$ cat src/rtl/sd_add_pkg.sv
`timescale 1ns/1ps
package sd_add_pkg;

  // Transfer between digit positions, two's complement: 01=+1, 00=0, 11=-1
  typedef logic signed [1:0] xfer_t;

  localparam xfer_t XF_NEG  = 2'b11;
  localparam xfer_t XF_NONE = 2'b00;
  localparam xfer_t XF_POS  = 2'b01;

  // Decide the transfer leaving a position from its raw digit sum
  function automatic xfer_t classify_sum(input int raw, input int bound);
    if (raw >= bound)       return XF_POS;
    else if (raw <= -bound) return XF_NEG;
    else                    return XF_NONE;
  endfunction

  // Remainder kept by a position once its transfer has been taken out
  function automatic int reduce_sum(input int raw, input int bound, input int radix);
    if (raw >= bound)       return raw - radix;
    else if (raw <= -bound) return raw + radix;
    else                    return raw;
  endfunction

endpackage

$ cat src/rtl/sd_digit_split.sv
`timescale 1ns/1ps
module sd_digit_split
  import sd_add_pkg::*;
#(
  parameter int W = 8,
  parameter int M = 100,
  parameter int B = 128
) (
  input  logic signed [W-1:0] xd,
  input  logic signed [W-1:0] yd,
  output xfer_t               xfer,
  output logic signed [W-1:0] interim
);

  // One extra bit holds the raw sum, whose magnitude is at most 2M
  localparam int SW = W + 1;

  logic signed [SW-1:0] raw_sum;
  int                   raw_i;
  int                   red_i;

  assign raw_sum = SW'(xd) + SW'(yd);

  always_comb begin
    raw_i   = int'(raw_sum);
    xfer    = classify_sum(raw_i, M);
    red_i   = reduce_sum(raw_i, M, B);
    interim = W'(red_i);
  end

endmodule

$ cat src/rtl/sd_digit_absorb.sv
`timescale 1ns/1ps
module sd_digit_absorb
  import sd_add_pkg::*;
#(
  parameter int W = 8
) (
  input  logic signed [W-1:0] interim,
  input  xfer_t               xin,
  output logic signed [W-1:0] zd
);

  // The bounds on M and B keep this sum inside [-M, M], so no further transfer
  assign zd = interim + W'(xin);

endmodule

$ cat src/rtl/sd_add_core.sv
`timescale 1ns/1ps
module sd_add_core
  import sd_add_pkg::*;
#(
  parameter int N = 8,
  parameter int W = 8,
  parameter int M = 100,
  parameter int B = 128
) (
  input  logic [N*W-1:0] x_vec,
  input  logic [N*W-1:0] y_vec,
  output logic [N*W-1:0] z_vec,
  output xfer_t          top_xfer
);

  xfer_t               xf_out [N];
  xfer_t               xf_in  [N];
  logic signed [W-1:0] mid    [N];

  for (genvar i = 0; i < N; i++) begin : g_pos
    sd_digit_split #(.W(W), .M(M), .B(B)) u_split (
      .xd      (x_vec[i*W +: W]),
      .yd      (y_vec[i*W +: W]),
      .xfer    (xf_out[i]),
      .interim (mid[i])
    );

    if (i == 0) begin : g_base
      assign xf_in[i] = XF_NONE;
    end else begin : g_link
      assign xf_in[i] = xf_out[i-1];
    end

    sd_digit_absorb #(.W(W)) u_absorb (
      .interim (mid[i]),
      .xin     (xf_in[i]),
      .zd      (z_vec[i*W +: W])
    );
  end

  assign top_xfer = xf_out[N-1];

endmodule

$ cat src/rtl/sd_add_top.sv
`timescale 1ns/1ps
module sd_add_top
  import sd_add_pkg::*;
#(
  parameter int N   = 8,
  parameter int W   = 8,
  parameter int M   = 100,
  parameter int B   = 128,
  parameter bit REG = 1'b1
) (
  input  logic           clk,
  input  logic           rst_n,
  input  logic           in_vld,
  input  logic [N*W-1:0] x_dig,
  input  logic [N*W-1:0] y_dig,
  output logic [N*W-1:0] z_dig,
  output logic           z_vld,
  output logic [1:0]     out_xfer
);

  localparam int VW = N * W;

  // Named results of the parallel stage, visible to the checker
  logic [VW-1:0] sum_z;
  xfer_t         sum_xf;

  sd_add_core #(.N(N), .W(W), .M(M), .B(B)) u_core (
    .x_vec    (x_dig),
    .y_vec    (y_dig),
    .z_vec    (sum_z),
    .top_xfer (sum_xf)
  );

  if (REG) begin : g_reg
    logic [VW-1:0] z_q;
    xfer_t         xf_q;
    logic          v_q;

    always_ff @(posedge clk or negedge rst_n) begin
      if (!rst_n) begin
        z_q  <= '0;
        xf_q <= XF_NONE;
        v_q  <= 1'b0;
      end else begin
        v_q <= in_vld;
        if (in_vld) begin
          z_q  <= sum_z;
          xf_q <= sum_xf;
        end
      end
    end

    assign z_dig    = z_q;
    assign out_xfer = xf_q;
    assign z_vld    = v_q;
  end else begin : g_pass
    assign z_dig    = sum_z;
    assign out_xfer = sum_xf;
    assign z_vld    = in_vld;
  end

endmodule

$ cat config.mk
export PLATFORM = sky130hd
export DESIGN_NAME = sd_add_top
export DESIGN_NICKNAME = d
export VERILOG_FILES = /design/src/rtl/sd_add_pkg.sv /design/src/rtl/sd_digit_split.sv /design/src/rtl/sd_digit_absorb.sv /design/src/rtl/sd_add_core.sv /design/src/rtl/sd_add_top.sv
export SDC_FILE = /design/constraint.sdc
export NUM_CORES = 1
export LEC_CHECK = 0
export BUFFER_PORTS_ARGS = -buffer_cell sky130_fd_sc_hd__buf_2
export CORE_ASPECT_RATIO = 0.75
export CORE_MARGIN = 5
export CORE_UTILIZATION = 60
export CTS_CLUSTER_SIZE = 14
export DETAILED_ROUTE_END_ITERATION = 8
export MAX_ROUTING_LAYER = met4
export PLACE_DENSITY = 0.88
export SYNTH_ARGS = -nofsm -noshare
export SYNTH_HDL_FRONTEND = slang
export SYNTH_SLANG_ARGS = --single-unit
$ cat constraint.sdc
create_clock -name clk -period 1.5 [get_ports clk]
set_input_delay 0.15 -clock clk [delete_from_list [all_inputs] [get_ports clk]]
set_output_delay 0.15 -clock clk [all_outputs]
set_load 0.02 [all_outputs]
==> results of run 1 <==
## metrics by stage
stage,setup TNS [ns],setup slack (ns),util [%],hold WS [ns]
after detailed placement,-106.42,-2.69,91.9,0.0920
after global placement,-96.93,-2.41,91.9,0.0917
after floorplan,-81.45,-2.24,-,-0.146
## cell families after synthesis
logic type	share of synthesized area, %
buf+inv	4.09
fa+ha+maj	16.2
simple gates	15.9
xor+xnor	8.94
flops	20.9
compound gates	26.1
mux	7.81
==> impl_metrics.toml, run 1 <==
[outcome]
status = "stopped before the end"
haltStage = "clock tree synthesis"
error_line = "[ERROR DPL-0038] Utilization greater than 100%, impossible to legalize"

[placed_design]
place_area_um2 = 12000
gp_congestion = 1.02
dp_cells = 1539
hpwlAfterDp_um = 27000
numPortBuffers = 197

[synth]
ys_async_sr_fraction_pct = 100
syn_avg_cell_area_um2 = 8.60
yosys-top-cells-count = "ha_1 (91), nor2_1 (72), dfrtp_1 (67)"
synth.most_common_cell = "ha_1"
syn_inst = 931
seq_area_frac_synth_pct = 20.9
synth_area_leader_cell = "dfrtp_1"
synth_edf_count = 0
yosysWarnings = 0
synthesis.area_um2 = 8010
synthFlopType = "dfrtp_1"
synth.distinct_cells = 88
synth_nets = 1161
synth.top_cell.area_share_pct = 20.9
synth_seq_cells = 67
ys_top_cells_by_area = "dfrtp_1 (21%), ha_1 (14%), xnor2_1 (6.7%)"

[cts]
cts_setup_buffers = 64
root_buffer = "clkbuf_16"
htreeDepth = 3
cts-buffers-inserted = 9
clockBufferDepth = 2
cts_resized = 233
clkSinkCount = 67
hold_buffers = 1

[die]
die_h_um = 110
initial_utilization_pct = 61.5
die_w_um = 143
io_pins = 198
num_rows = 36
==> inputs of run 2 (changes only) <==
--- a/config.mk
+++ b/config.mk
@@ -6,13 +6,10 @@
 export NUM_CORES = 1
 export LEC_CHECK = 0
 export BUFFER_PORTS_ARGS = -buffer_cell sky130_fd_sc_hd__buf_2
-export CORE_ASPECT_RATIO = 0.75
 export CORE_MARGIN = 5
-export CORE_UTILIZATION = 60
-export CTS_CLUSTER_SIZE = 14
+export CORE_UTILIZATION = 40
 export DETAILED_ROUTE_END_ITERATION = 8
-export MAX_ROUTING_LAYER = met4
-export PLACE_DENSITY = 0.88
+export PLACE_DENSITY_LB_ADDON = 0.15
 export SYNTH_ARGS = -nofsm -noshare
 export SYNTH_HDL_FRONTEND = slang
 export SYNTH_SLANG_ARGS = --single-unit
==> run 2 against run 1 <==
Area after synthesis stayed put. Synthesized cell count did not move. The flow now finishes, with violations (negative setup slack).
==> impl_metrics.toml, run 2 <==
[sta]
maxSlewHeadroom_pct = 65.5
drv_slew = 0
hold_viol = 0
max_freq_mhz = 280
rsz0062_at_grt = "true"
fin_ws_ns = -2.07
setup_viol = 61
finClkSkew_ns = 0
fin_crit_ns = 3.57
fin_crit_sh_pct = 238
worstMarginPinSlew_ns = 0.517

[synth]
synth.most_common_cell = "ha_1"
yosysWarnings = 0
synth_compound_area_share_pct = 26.1
ys_top_cells_by_area = "dfrtp_1 (21%), ha_1 (14%), xnor2_1 (6.7%)"
synthFlopType = "dfrtp_1"
synth-xor-area-share_pct = 8.94
synth_edf_count = 0
ys_async_sr_fraction_pct = 100
yosys-top-cells-count = "ha_1 (91), nor2_1 (72), dfrtp_1 (67)"
yosys.area_share.adder_pct = 16.2
muxShareOfSynthArea_pct = 7.81
synthesis.area_um2 = 8010
synth.distinct_cells = 88
syn_avg_cell_area_um2 = 8.60
seq_area_frac_synth_pct = 20.9
synth.top_cell.area_share_pct = 20.9
synth-simple-area-share_pct = 15.9
synth_top_family_by_area = "compound AO/OA/AOI/OAI gates"
synth_seq_cells = 67
synth_area_leader_cell = "dfrtp_1"
syn_inst = 931
synth_nets = 1161

[routing]
routed_via_density = 5.29
ant_nets = 0
drcViolationCount = 0
drt-total-wl_um = 27100
post_drt_wl_per_cell_um = 15.5
vias = 9244
first_iter_violations = 393
first_pass_iters = 5

[power_and_ir_drop]
leakagePower_nw = 6.73
finalPower_mw = 16.3
power_frac_seq_pct = 18.3
p_clk_share_pct = 14.2
p_int_mw = 9.43
p_sw_share_pct = 42.0
combPwrFrac_pct = 67.5
switching_power_mw = 6.82
peakVddDrop_uv = 682
power_density_nw_per_um2 = 1120

[setup_path]
critical_path_class = "input pin to register"
crit_path_cell_trace = "buf_6 > ha_4 > inv_2 > fa_2 > nor2b_2 > o31a_1 > o31a_1 > a21o_4 > o31ai_4 > nor4_2 > a21oi_2 > ha_4 > nand2_2 > or4_4 > a31oi_4 > o21ai_2 > or3_1 > a21o_1 > nand4_1 > or3b_1"
cpPeakStageDelay_ns = 0.43
required_ns = 1.72
crit_slowest_cell = "or4_4"
cp_max_fo = 3
crit_arrival_ns = 3.79
cp-end-kind = "register"
worst_setup_path_start_kind = "input pin"

[die]
num_rows = 51
die_area_um2 = 22900
initial_utilization_pct = 40.9
die_w_um = 151
core_um2 = 19600
io_pins = 198
die_h_um = 151

[placed_design]
gp_congestion = 0.882
hpwlAfterDp_um = 19600
numPortBuffers = 197

[cts]
htreeDepth = 3
cts-buffers-inserted = 9
cts_tree = "done"
clkSinkCount = 67
clk_latency_ns = 0.34
root_buffer = "clkbuf_16"
clkTransAtPathRegs_ns = 0.07
clockBufferDepth = 2

[finish]
area_growth_pct = 80.9
largest_reg_flops = 64
nNetsFinal = 1706
antenna_cells = 0
layout-drive-gt1-share_pct = 58.4
mostFrequentLayoutCells = "buf_4 (326), buf_2 (175), dfrtp_1 (67)"
final_util_pct = 73.9
final_common_cell = "buf_4"

[global_routing]
grt_pass1_wl_um = 42300
antenna_found_initial = 0
grt.total_usage_pct = 22.1
grt_pass1_vias = 9240
grt_start_max_net_pins = 50
grt-ovfl-total = 0

[flow_run]
cap_violations = 0

[min_path]
min_path_type = "input pin to register"

[outcome]
status = "finished with violations"
violations = "negative setup slack"
run 2: cell counts after synthesis:
Identical to the previous run, type by type.
run 2: path summary, 6_finish.rpt:
path	startpoint	end	slack, ns	depth (start not counted)
max	x_dig[16]	z_dig[31]$_DFFE_PN0P_	-2.07	20
min	x_dig[0]	z_dig[0]$_DFFE_PN0P_	0.16	3
max reg2reg	z_dig[38]$_DFFE_PN0P_	z_dig[38]$_DFFE_PN0P_	0.48	3
min reg2reg	z_dig[63]$_DFFE_PN0P_	z_dig[63]$_DFFE_PN0P_	0.50	1
max in group asynchronous	rst_n	z_dig[26]$_DFFE_PN0P_	0.65	3
min in group asynchronous	rst_n	z_dig[0]$_DFFE_PN0P_	0.28	2
run 2: layer usage:
layer / global-route usage, % / share of wire [%] / vias to the layer above
met5: 0 / 0 / -
met4: 5.62 / 1.6 / 0
met3: 2.62 / 4.8 / 30
met2: 39.3 / 50 / 219
met1: 28.6 / 44 / 4395
li1: - / - / 4600
run 2: what timing repair did:
| action | in CTS | in global routing |
|---|---|---|
| cloned | 0 | 0 |
| setup buffers | 48 | 31 |
| hold buffers | 1 | 0 |
| endpoints found under the hold margin | 24 | 0 |
| setup endpoints to repair | 60 | 61 |
| pin swaps | 120 | 100 |
| gates resized for setup | 174 | 83 |
run 2: kinds of logic (layout without fill, tap and decap cells):
group / Yosys count / count (layout)
buf+inv: 85 / 635
flops: 67 / 67
mux: 57 / 57
fa+ha+maj: 99 / 99
compound gates: 289 / 289
simple gates: 254 / 254
xor+xnor: 80 / 80
run 2: metrics by stage:
step	cell area [um^2]	setup slack, ns	setup TNS (ns)	instances	hold slack, ns
2_1_floorplan	8860	-2.24	-81.45	931	-0.146
4_1_cts	13900	-2.06	-71.62	1719	0.146
3_5_place_dp	12200	-2.56	-100.82	1654	0.0951
6_report	14500	-2.07	-72.76	1746	0.157
3_3_place_gp	12200	-2.46	-97.81	1654	0.0994
5_1_grt	14500	-2.23	-80.67	1746	0.161
run 2: cell type report:
| class | count | area (um^2) |
|---|---|---|
| flip-flops and latches | 67 | 1680 |
| well taps | 265 | 332 |
| inverters | 64 | 255 |
| clock buffers | 9 | 225 |
| multi-input cells | 779 | 7930 |
| clock inverters | 7 | 82.6 |
| fillers | 1400 | 5100 |
| repair buffers | 555 | 3980 |
run 2: critical path, delay by kind of cell:
family / cells / cell delay, ns
simple gates: 7 / 1.36
compound gates: 8 / 1.62
fa+ha+maj: 3 / 0.51
buf+inv: 2 / 0.15
run 2: power by group through the flow:
stage	registers, mW	clock network [mW]	logic, mW
3_5_place_dp	2.98	0	8.99
4_1_cts	2.97	2.34	10.3
3_3_place_gp	2.98	0	8.84
2_1_floorplan	3.72	0	4.66
5_1_grt	3.04	2.41	11.8
6_report	2.98	2.30	11.0
(Power assumes the default switching activity.)
==> inputs of run 3 (changes only) <==
--- a/config.mk
+++ b/config.mk
@@ -6,8 +6,10 @@
 export NUM_CORES = 1
 export LEC_CHECK = 0
 export BUFFER_PORTS_ARGS = -buffer_cell sky130_fd_sc_hd__buf_2
+export CELL_PAD_IN_SITES_DETAIL_PLACEMENT = 2
+export CELL_PAD_IN_SITES_GLOBAL_PLACEMENT = 2
 export CORE_MARGIN = 5
-export CORE_UTILIZATION = 40
+export CORE_UTILIZATION = 35
 export DETAILED_ROUTE_END_ITERATION = 8
 export PLACE_DENSITY_LB_ADDON = 0.15
 export SYNTH_ARGS = -nofsm -noshare
==> run 3 against run 2 <==
The run now fails in clock tree synthesis. Synthesized cell count unchanged. Area after synthesis unchanged.
==> impl_metrics.toml, run 3 <==
[synth]
yosysWarnings = 0
yosys-top-cells-count = "ha_1 (91), nor2_1 (72), dfrtp_1 (67)"
seq_area_frac_synth_pct = 20.9
synth.distinct_cells = 88
ys_async_sr_fraction_pct = 100
synth_seq_cells = 67
synth_nets = 1161
syn_inst = 931
synth.top_cell.area_share_pct = 20.9
synth.most_common_cell = "ha_1"
ys_top_cells_by_area = "dfrtp_1 (21%), ha_1 (14%), xnor2_1 (6.7%)"
synthFlopType = "dfrtp_1"
synth_edf_count = 0
synthesis.area_um2 = 8010
synth_area_leader_cell = "dfrtp_1"
syn_avg_cell_area_um2 = 8.60

[cts]
htreeDepth = 3
cts-buffers-inserted = 9
cts_resized = 320
clockBufferDepth = 2
root_buffer = "clkbuf_16"
cts_setup_buffers = 86
hold_buffers = 1
clkSinkCount = 67

[outcome]
error_line = "[ERROR DPL-0033] detailed placement checks failed during check placement."
haltStage = "clock tree synthesis"
status = "stopped before the end"

[die]
die_w_um = 161
io_pins = 198
num_rows = 55
die_h_um = 161
initial_utilization_pct = 35.5

[placed_design]
gp_congestion = 0.830
numPortBuffers = 197
hpwlAfterDp_um = 36000
run 3: cell counts after synthesis:
No cell type changed its count.
run 3: stage by stage:
stage	TNS [ns]	cell area (um^2)	setup slack, ns	instances	hold slack (ns)
floorplan	-81.45	8860	-2.24	931	-0.146
global placement	-99.71	12300	-2.54	1682	0.113
detailed placement	-116.04	12300	-2.94	1682	0.124
run 3: logic make-up after synthesis:
group,count (synthesis),synth area share (%)
DFF,67,20.9
muxes,57,7.81
xor gates and xnor gates,80,8.94
buffers and inverters,85,4.09
and+or+nand+nor,254,15.9
AOI/OAI and AO/OA,289,26.1
adders and majority gates,99,16.2
